===== config.mk =====
export PLATFORM = sky130hd
export DESIGN_NAME = scan_seq_top
export DESIGN_NICKNAME = d
export VERILOG_FILES = /design/src/rtl/scan_seq_pkg.sv /design/src/rtl/scan_chain.sv /design/src/rtl/scan_fsm.sv /design/src/rtl/scan_cmp.sv /design/src/rtl/scan_seq_top.sv
export SDC_FILE = /design/constraint.sdc
export NUM_CORES = 1
export LEC_CHECK = 0
export BUFFER_PORTS_ARGS = -buffer_cell sky130_fd_sc_hd__buf_2
export CAP_MARGIN = 20
export CORE_MARGIN = 2
export CORE_UTILIZATION = 62
export CTS_CLUSTER_DIAMETER = 120
export DETAILED_ROUTE_END_ITERATION = 7
export PLACE_DENSITY_LB_ADDON = 0.25
export SYNTH_ARGS = -nofsm -noshare
export SYNTH_HDL_FRONTEND = slang
export SYNTH_SLANG_ARGS = --single-unit

===== constraint.sdc =====
create_clock -name clk_i -period 2.47 [get_ports clk_i]
set_input_delay 0.1235 -clock clk_i [delete_from_list [all_inputs] [get_ports clk_i]]
set_output_delay 0.1235 -clock clk_i [all_outputs]
set_load 0.01 [all_outputs]

===== src/rtl/scan_seq_pkg.sv =====
package scan_seq_pkg;
  typedef enum logic [2:0] {
    ST_IDLE,
    ST_LOAD,
    ST_SETTLE,
    ST_CAPT,
    ST_UNLOAD,
    ST_FLUSH,
    ST_DONE
  } seq_state_e;
endpackage


===== src/rtl/scan_chain.sv =====
module scan_chain #(
  parameter int N = 16
) (
  input  logic clk_i,
  input  logic rst_ni,
  input  logic shift_en_i,
  input  logic cap_en_i,
  input  logic scan_in_i,
  output logic scan_out_o
);
  logic [N-1:0] q;

  for (genvar i = 0; i < N; i++) begin : g_cell
    localparam int NXT = (i + 1) % N;
    logic d_scan, d_func;
    if (i == 0) begin : g_head
      assign d_scan = scan_in_i;
    end else begin : g_body
      assign d_scan = q[i-1];
    end
    assign d_func = q[i] ^ q[NXT];
    always_ff @(posedge clk_i or negedge rst_ni) begin
      if (!rst_ni)         q[i] <= 1'b0;
      else if (shift_en_i) q[i] <= d_scan;
      else if (cap_en_i)   q[i] <= d_func;
    end
  end

  assign scan_out_o = q[N-1];
endmodule


===== src/rtl/scan_fsm.sv =====
module scan_fsm
  import scan_seq_pkg::*;
#(
  parameter int N     = 16,
  parameter int PAT_W = 8,
  parameter int SET_W = 4
) (
  input  logic             clk_i,
  input  logic             rst_ni,
  input  logic             start_i,
  input  logic [PAT_W-1:0] pat_cnt_i,
  input  logic             mode_i,
  input  logic [SET_W-1:0] settle_i,
  output logic             se_o,
  output logic             shift_en_o,
  output logic             cap_en_o,
  output logic             cmp_en_o,
  output logic             clr_o,
  output logic             busy_o,
  output logic             done_o,
  output logic [PAT_W-1:0] pat_idx_o
);
  localparam int CNT_W = (N > 1) ? $clog2(N) : 1;
  localparam logic [CNT_W-1:0] BIT_LAST = CNT_W'(N - 1);

  seq_state_e state_q, state_d;
  logic [CNT_W-1:0] bit_cnt_q;
  logic [SET_W-1:0] wait_cnt_q, settle_q;
  logic [PAT_W-1:0] pat_idx_q, last_pat_q;
  logic             cap_cnt_q, mode_q;
  logic             shifting, bit_last, accept;

  assign shifting = (state_q == ST_LOAD) || (state_q == ST_UNLOAD) || (state_q == ST_FLUSH);
  assign bit_last = bit_cnt_q == BIT_LAST;
  assign accept   = (state_q == ST_IDLE) && start_i;

  always_comb begin
    state_d = state_q;
    unique case (state_q)
      ST_IDLE:   if (start_i) state_d = (pat_cnt_i == '0) ? ST_DONE : ST_LOAD;
      ST_LOAD:   if (bit_last) state_d = ST_SETTLE;
      ST_SETTLE: if (wait_cnt_q == settle_q - SET_W'(1)) state_d = ST_CAPT;
      ST_CAPT:   if (cap_cnt_q == mode_q)
                   state_d = (pat_idx_q == last_pat_q) ? ST_FLUSH : ST_UNLOAD;
      ST_UNLOAD: if (bit_last) state_d = ST_SETTLE;
      ST_FLUSH:  if (bit_last) state_d = ST_DONE;
      ST_DONE:   state_d = ST_IDLE;
      default:   state_d = ST_IDLE;
    endcase
  end

  always_ff @(posedge clk_i or negedge rst_ni) begin
    if (!rst_ni) begin
      state_q    <= ST_IDLE;
      bit_cnt_q  <= '0;
      wait_cnt_q <= '0;
      cap_cnt_q  <= 1'b0;
      pat_idx_q  <= '0;
      last_pat_q <= '0;
      settle_q   <= SET_W'(1);
      mode_q     <= 1'b0;
    end else begin
      state_q    <= state_d;
      bit_cnt_q  <= (shifting && !bit_last) ? bit_cnt_q + CNT_W'(1) : '0;
      wait_cnt_q <= (state_q == ST_SETTLE) ? wait_cnt_q + SET_W'(1) : '0;
      cap_cnt_q  <= (state_q == ST_CAPT) ? ~cap_cnt_q : 1'b0;
      if (accept) begin
        pat_idx_q  <= '0;
        last_pat_q <= pat_cnt_i - PAT_W'(1);
        settle_q   <= (settle_i == '0) ? SET_W'(1) : settle_i;
        mode_q     <= mode_i;
      end else if ((state_q == ST_UNLOAD) && bit_last) begin
        pat_idx_q  <= pat_idx_q + PAT_W'(1);
      end
    end
  end

  assign se_o       = shifting;
  assign shift_en_o = shifting;
  assign cap_en_o   = state_q == ST_CAPT;
  assign cmp_en_o   = (state_q == ST_UNLOAD) || (state_q == ST_FLUSH);
  assign clr_o      = accept;
  assign busy_o     = state_q != ST_IDLE;
  assign done_o     = state_q == ST_DONE;
  assign pat_idx_o  = pat_idx_q;
endmodule


===== src/rtl/scan_cmp.sv =====
module scan_cmp #(
  parameter int PAT_W = 8
) (
  input  logic             clk_i,
  input  logic             rst_ni,
  input  logic             clr_i,
  input  logic             cmp_en_i,
  input  logic             obs_i,
  input  logic             exp_i,
  input  logic             mask_i,
  input  logic [PAT_W-1:0] pat_idx_i,
  output logic             fail_o,
  output logic [PAT_W-1:0] fail_pat_o
);
  logic miss;
  assign miss = cmp_en_i && !mask_i && (obs_i != exp_i);

  always_ff @(posedge clk_i or negedge rst_ni) begin
    if (!rst_ni) begin
      fail_o     <= 1'b0;
      fail_pat_o <= '0;
    end else if (clr_i) begin
      fail_o     <= 1'b0;
      fail_pat_o <= '0;
    end else if (miss && !fail_o) begin
      fail_o     <= 1'b1;
      fail_pat_o <= pat_idx_i;
    end
  end
endmodule


===== src/rtl/scan_seq_top.sv =====
module scan_seq_top #(
  parameter int N     = 16,
  parameter int PAT_W = 8,
  parameter int SET_W = 4
) (
  input  logic             clk_i,
  input  logic             rst_ni,
  input  logic             start_i,
  input  logic [PAT_W-1:0] pat_cnt_i,
  input  logic             mode_i,
  input  logic [SET_W-1:0] settle_i,
  input  logic             stim_i,
  input  logic             exp_i,
  input  logic             mask_i,
  output logic             se_o,
  output logic             shift_en_o,
  output logic             cap_en_o,
  output logic             scan_out_o,
  output logic             busy_o,
  output logic             done_o,
  output logic             fail_o,
  output logic [PAT_W-1:0] fail_pat_o
);
  logic             cmp_en, clr;
  logic [PAT_W-1:0] pat_idx;

  scan_fsm #(.N(N), .PAT_W(PAT_W), .SET_W(SET_W)) i_fsm (
    .clk_i      (clk_i),
    .rst_ni     (rst_ni),
    .start_i    (start_i),
    .pat_cnt_i  (pat_cnt_i),
    .mode_i     (mode_i),
    .settle_i   (settle_i),
    .se_o       (se_o),
    .shift_en_o (shift_en_o),
    .cap_en_o   (cap_en_o),
    .cmp_en_o   (cmp_en),
    .clr_o      (clr),
    .busy_o     (busy_o),
    .done_o     (done_o),
    .pat_idx_o  (pat_idx)
  );

  scan_chain #(.N(N)) i_chain (
    .clk_i      (clk_i),
    .rst_ni     (rst_ni),
    .shift_en_i (shift_en_o),
    .cap_en_i   (cap_en_o),
    .scan_in_i  (stim_i),
    .scan_out_o (scan_out_o)
  );

  scan_cmp #(.PAT_W(PAT_W)) i_cmp (
    .clk_i      (clk_i),
    .rst_ni     (rst_ni),
    .clr_i      (clr),
    .cmp_en_i   (cmp_en),
    .obs_i      (scan_out_o),
    .exp_i      (exp_i),
    .mask_i     (mask_i),
    .pat_idx_i  (pat_idx),
    .fail_o     (fail_o),
    .fail_pat_o (fail_pat_o)
  );
endmodule


; ---- After elaboration in Yosys (flattened, before gate mapping)
; Cells that the tools add are included.
[op_classes]
bitwise = 17
n_mux = 50
n_addsub = 5
n_reduce_logical = 21
eq_ne = 16
[op_table]
columns = cell, count
row1 = $mux 1, 36
row2 = $mux 8, 4
row3 = $mux 3, 6
row4 = $xor 1x1->1, 16
row5 = $pmux 3 s5, 1
row6 = $mux 4, 3
row7 = $eq 3x3->1 const B, 3
row8 = $add 4x1->4 const B, 2
row9 = $add 8x1->8 const B, 1
row10 = $eq 8x8->1, 1
row11 = $logic_not 8->1, 1
row12 = $ne 2x1->1 const B, 4
row13 = $sub 8x1->8 const B, 1
row14 = $eq 3x2->1 const B, 2
row15 = $logic_and 1x1->1, 6
row16 = $reduce_bool 2->1, 3
row17 = $reduce_and 5->1, 1
row18 = $eq 4x4->1, 1
row19 = $eq 4x4->1 const B, 1
row20 = $logic_not 4->1, 1
row21 = $sub 4x1->4 const B, 1
row22 = $eq 3x1->1 const B, 1
row23 = $logic_not 1->1, 3
row24 = $logic_not 3->1, 1
row25 = other kinds (7), 9
[totals]
input_bits = 19
ff_bits = 58

; ---- Depth between registers and ports, before layout
[depth]
word_depth = 7
depth_mapped = 7
mapped_depth_nobuf = 6

; ---- Cells and area by module
; A second synthesis with hierarchy kept.
[hier_totals]
cells_unflattened = 299
hier_area_um2 = 3125.5
[by_module_without_submodules]
columns = module, instances, seq_area_each_um2, cells_each, area_each_um2
row1 = scan_fsm, 1, 827.0, 185, 1803.0
row2 = scan_chain, 1, 400.4, 88, 954.7
row3 = scan_cmp, 1, 225.2, 26, 367.9

; ---- Least setup slack after synthesis
; OpenSTA, ideal clock, no wires.
[synth_path]
path_type = register -> register
start = reg i_fsm.state_q[0]
end = reg i_fsm.pat_idx_q[7], in the netlist i_fsm.pat_idx_o[7]
arrival_ns = 1.362
stages_incl_launch_ff = 6
t_required_ns = 2.349
slack_ns = 0.986
synth_period_minus_slack_ns = 1.484
setup_time_ns = 0.121
path_cell_list = dfrtp_1 buf_6 or3b_4 nor4_4 xnor2_1 nor2_1
[synth_between]
elab_chain_cells = 3
[synth_rtl]
columns = element, line_no
row1 = from (decl), scan_fsm.sv:26  ; seq_state_e state_q, state_d;
row2 = from (signal assigned), scan_fsm.sv:63  ; state_q <= state_d;
row3 = $eq 3x3->1 or $logic_not 3->1 (tied branches), "scan_fsm.sv:72, scan_fsm.sv:35"
row4 = $logic_and 1x1->1 (on tied branches), "scan_fsm.sv:72, scan_fsm.sv:35"
row5 = $reduce_bool 2->1 (no source line) or $mux 8 (tied branches), n/a
row6 = to (signal assigned), scan_fsm.sv:73  ; pat_idx_q <= pat_idx_q + PAT_W'(1);
row7 = to (decl), scan_fsm.sv:29  ; logic [PAT_W-1:0] pat_idx_q, last_pat_q;
; Several ways; a longest one is shown, not always the timed one.
; A chain may end at the register's enable or synchronous reset.

; ---- Worst setup path after layout
[layout_path]
start = reg i_fsm.state_q[1]
end = out se_o
[layout_between]
elab_chain_cells = 3
[layout_rtl]
columns = element, line_no
row1 = $eq 3x1->1 or $eq 3x3->1 (tied branches), scan_fsm.sv:33  ; assign shifting = (state_q == ST_LOAD) || (state_q == ST_UNLOAD) || (state_q == ST_FLUSH);
row2 = $logic_or 1x1->1, scan_fsm.sv:33
row3 = $logic_or 1x1->1 *, scan_fsm.sv:33
row4 = to (decl), scan_seq_top.sv:15  ; output logic se_o,
; Mark *: on every way between the ends. The rest lies on a longest branch, timed or not.

==> metrics.csv <==
metric;value;unit
outcome;finished, final reports clean;
ff2ff_setup_slack;670;ps
crit_top_cell;buf_4;
clk_transition_reported_paths;60;ps
crit_path_max_incr_delay;400;ps
worstHoldStart;pat_cnt_i[0];
detail-route-antenna-nets;0;
antenna_diode_instance_count;0;
grt_util_all_layers;25.4;%
critPathSlowestCell;dfrtp_1;
hpwlAfterDp;4.53;mm
timing_worst_setup_path_type;flip-flop to primary output;
seq_area_frac_synth;45.0;%
cts_buffer_depth;2;
wire_length_after_detailed_routing;6.72;mm
num-nets-final;397;
detailedRoute.firstPassIterationCount;4;
synth.yosys.warnings;0;
wire_length_of_the_first_global_routing_pass;11.6;mm
pwr-share-comb;43.1;%
gp_congestion;0.836;
io-pin-count;34;
end_kind;primary output;
power.ir.vdd_worst;707;uV
achievable-frequency;535;MHz
yosys.cell_types.count;48;
p_int;0.00246;W
post_cts_buffers;0;
syn_avg_cell_area;9.38;um2
switching_power;0.00175;W
num_rows;26;
clock_power_share;17.6;%
slew_violations;0;
totalNegativeSetupSlack;0;ps
dominantRegCellSynth;dfrtp_1;
drt-wirelength-per-cell;15.0;um
worst_pin_slew;688;ps
drt_iter0_markers;204;
rsz0062_at_grt;false;
holdPathStages;2;
h-tree-depth;3;
power_density;1160;nW/um2
grt_max_degree;43;
async_flop_share;100;%
final_core_utilization;71.6;%
die_area;5800;um2
clock_tree.root_cell;clkbuf_8;
die_height;76.2;um
final_area;3640;um2
worst_setup_path_start_kind;flip-flop;
r2r.worst_path.cells;5;
worst_r2r_startpoint;i_fsm.state_q[2]$_DFFE_PN0P_;
cts_tree;yes;
p_leak;1.68;nW
worst-path-max-fanout;20;
core;5070;um2
initial_core_util;63.6;%
fin_crit_sh;75.7;%
area_growth_syn_to_layout;12.6;%
cts_made_buffers;9;
vias;2676;
port_buffers;33;
clock_skew;6.81;ps
max_cap_viol_count;0;
synth.net_count;368;
die-width;76.2;um
fillers;386;
hold_viol;0;
worst_r2r_end;i_fsm.pat_idx_o[4]$_DFFE_PN0P_;
synth_enable_flop_cells;0;
final_period_minus_worst_setup_slack;1870;ps
wp_data_required;2350;ps
sinks_on_the_clock_net;58;
max_slew_margin;54.1;%
fraction_of_layout_cells_with_a_size_suffix_above_1;15.9;%
post_synth_inst_count;344;
grt_antenna_before_repair;0;
finalSetupViolCount;0;
dpl-instance-area;3420;um2
timing.hold.worst.class;input pin to flip-flop;
postSynthRegisterBits;58;
path_cells;buf_4, buf_4, o21bai_1, inv_1, buf_2;
clock_latency;350;ps
hold_path_end;i_fsm.last_pat_q[0]$_DFFE_PN0P_;
drc_errors;0;
vias_per_cell;5.97;
via_count_of_the_first_global_routing_pass;2481;
globalRoute.totalOverflow;0;
share_seq_of_total_power;39.3;%
synth.cell_area;3230;um2
switching_share;41.6;%
cp_data_arrival_time;1750;ps
## through the flow
stage / hold slack [ps] / std cells / power, W / worst slack (ps)
3_5_place_dp: 169 / 427 / 0.00347 / 705
3_3_place_gp: 170 / 427 / 0.00338 / 727
5_1_grt: 52.7 / 448 / 0.00458 / 440
6_report: 33.0 / 448 / 0.00422 / 599
2_1_floorplan: -172 / 344 / 0.00306 / 986
4_1_cts: 25.6 / 448 / 0.00423 / 607
## repair_timing
item	in CTS	in global routing
hold buffers	5	0
endpoints found under the hold margin	30	0
gates resized for setup	0	0
## flip-flops by register name, summed over array words and instances, names as in the netlist
register,cells
i_fsm.last_pat_q,8
i_fsm.mode_q,1
i_fsm.state_q,3
i_cmp.fail_o,1
i_chain.g_cell.d_scan,15
i_fsm.wait_cnt_q,4
i_chain.scan_out_o,1
i_fsm.cap_cnt_q,1
i_fsm.settle_q,4
i_fsm.pat_idx_o,8
i_fsm.bit_cnt_q,4
i_cmp.fail_pat_o,8
## synth_stat cells (3+ instances only)
cell type	number	area, um2
a211oi_1	6	45.0
a21oi_1	13	65.1
a22o_1	8	70.1
a311o_1	9	90.1
a31oi_1	8	50.1
and3_1	4	25.0
buf_2	9	45.0
clkbuf_1	14	52.6
dfrtp_1	57	1430
ha_1	5	62.6
inv_1	8	30.0
mux2i_1	7	70.1
nand2_1	26	97.6
nand2b_1	9	56.3
nand3_1	7	35.0
nand3b_1	3	22.5
nor2_1	43	161
nor3_1	3	15.0
nor4_1	4	25.0
o211ai_1	9	67.6
o21ai_0	15	75.1
o22ai_1	15	93.8
o31ai_1	4	30.0
xnor2_1	11	96.3
xor2_1	19	166
## placed cells by master, fill, tap and decap left out, types with 4 or more instances in the layout
| cell type | Yosys | layout |
|---|---|---|
| xnor2_1 | 11 | 11 |
| dlygate4sd3_1 | 0 | 5 |
| nor4_1 | 4 | 4 |
| and3_1 | 4 | 4 |
| ha_1 | 5 | 5 |
| nand2_1 | 26 | 26 |
| o211ai_1 | 9 | 9 |
| o31ai_1 | 4 | 4 |
| dfrtp_1 | 57 | 57 |
| inv_1 | 8 | 8 |
| mux2i_1 | 7 | 7 |
| buf_4 | 1 | 6 |
| a31oi_1 | 8 | 8 |
| o22ai_1 | 15 | 15 |
| nand3_1 | 7 | 7 |
| nand2b_1 | 9 | 9 |
| a211oi_1 | 6 | 6 |
| nor2_1 | 43 | 43 |
| buf_2 | 9 | 33 |
| a22o_1 | 8 | 8 |
| o21ai_0 | 15 | 15 |
| xor2_1 | 19 | 19 |
| a21oi_1 | 13 | 13 |
| a311o_1 | 9 | 9 |
| clkbuf_8 | 0 | 10 |
## layout make-up
class,count,area (um2),share of cell area (%)
inverter,8,30.0,0.826
timing repair buffer,45,280,7.71
tap,70,87.6,2.41
sequential,58,1450,40.0
clock buffer,13,149,4.09
clock inverter,3,15.0,0.413
multi-input combinational,251,1620,44.6
## worst max path at each step
stage,from,depth (start not counted),slack [ps],end
after floorplan,i_fsm.state_q[0]$_DFFE_PN0P_,5,990,i_fsm.pat_idx_o[7]$_DFFE_PN0P_
after global placement,i_fsm.state_q[2]$_DFFE_PN0P_,5,730,i_fsm.pat_idx_o[7]$_DFFE_PN0P_
after detailed placement,i_fsm.state_q[2]$_DFFE_PN0P_,5,710,i_fsm.pat_idx_o[4]$_DFFE_PN0P_
after CTS,i_fsm.state_q[1]$_DFFE_PN0P_,5,610,se_o
after global routing,i_fsm.state_q[0]$_DFFE_PN0P_,4,440,i_fsm.last_pat_q[0]$_DFFE_PN0P_
final,i_fsm.state_q[1]$_DFFE_PN0P_,5,600,se_o
## metal layers
metal / wire (um) / vias up / global-route usage (%)
met5: 0 / - / 0
met4: 99 / 0 / 9.64
met3: 392 / 11 / 8.29
met2: 3160 / 68 / 39.7
met1: 3070 / 1298 / 33.2
li1: - / 1299 / -
## power by group through the flow
stage                     Combinational (W)  Clock, W  Sequential (W)
after CTS                           0.00181  0.000758         0.00165
after global routing                0.00205  0.000798         0.00173
after global placement              0.00173         0         0.00166
after detailed placement            0.00180         0         0.00167
final                               0.00182  0.000742         0.00166
after floorplan                     0.00157         0         0.00149
## critical path, delay by kind of cell (launching register included)
kind	cells	cell delay, ps
buf+inv	4	800
compound gates	1	200
flops	1	400
## kinds of logic (layout without fill, tap and decap cells)
kind of cell	count (synthesis)	count (layout)	share of synthesized area, %
muxes	8	8	2.52
xor gates and xnor gates	30	30	8.14
buffers and inverters	35	69	4.77
AOI/OAI and AO/OA	94	94	20.0
and+or+nand+nor	114	114	17.7
adders and majority gates	5	5	1.94
DFF	58	58	45.0
(Power assumes the default switching activity.)
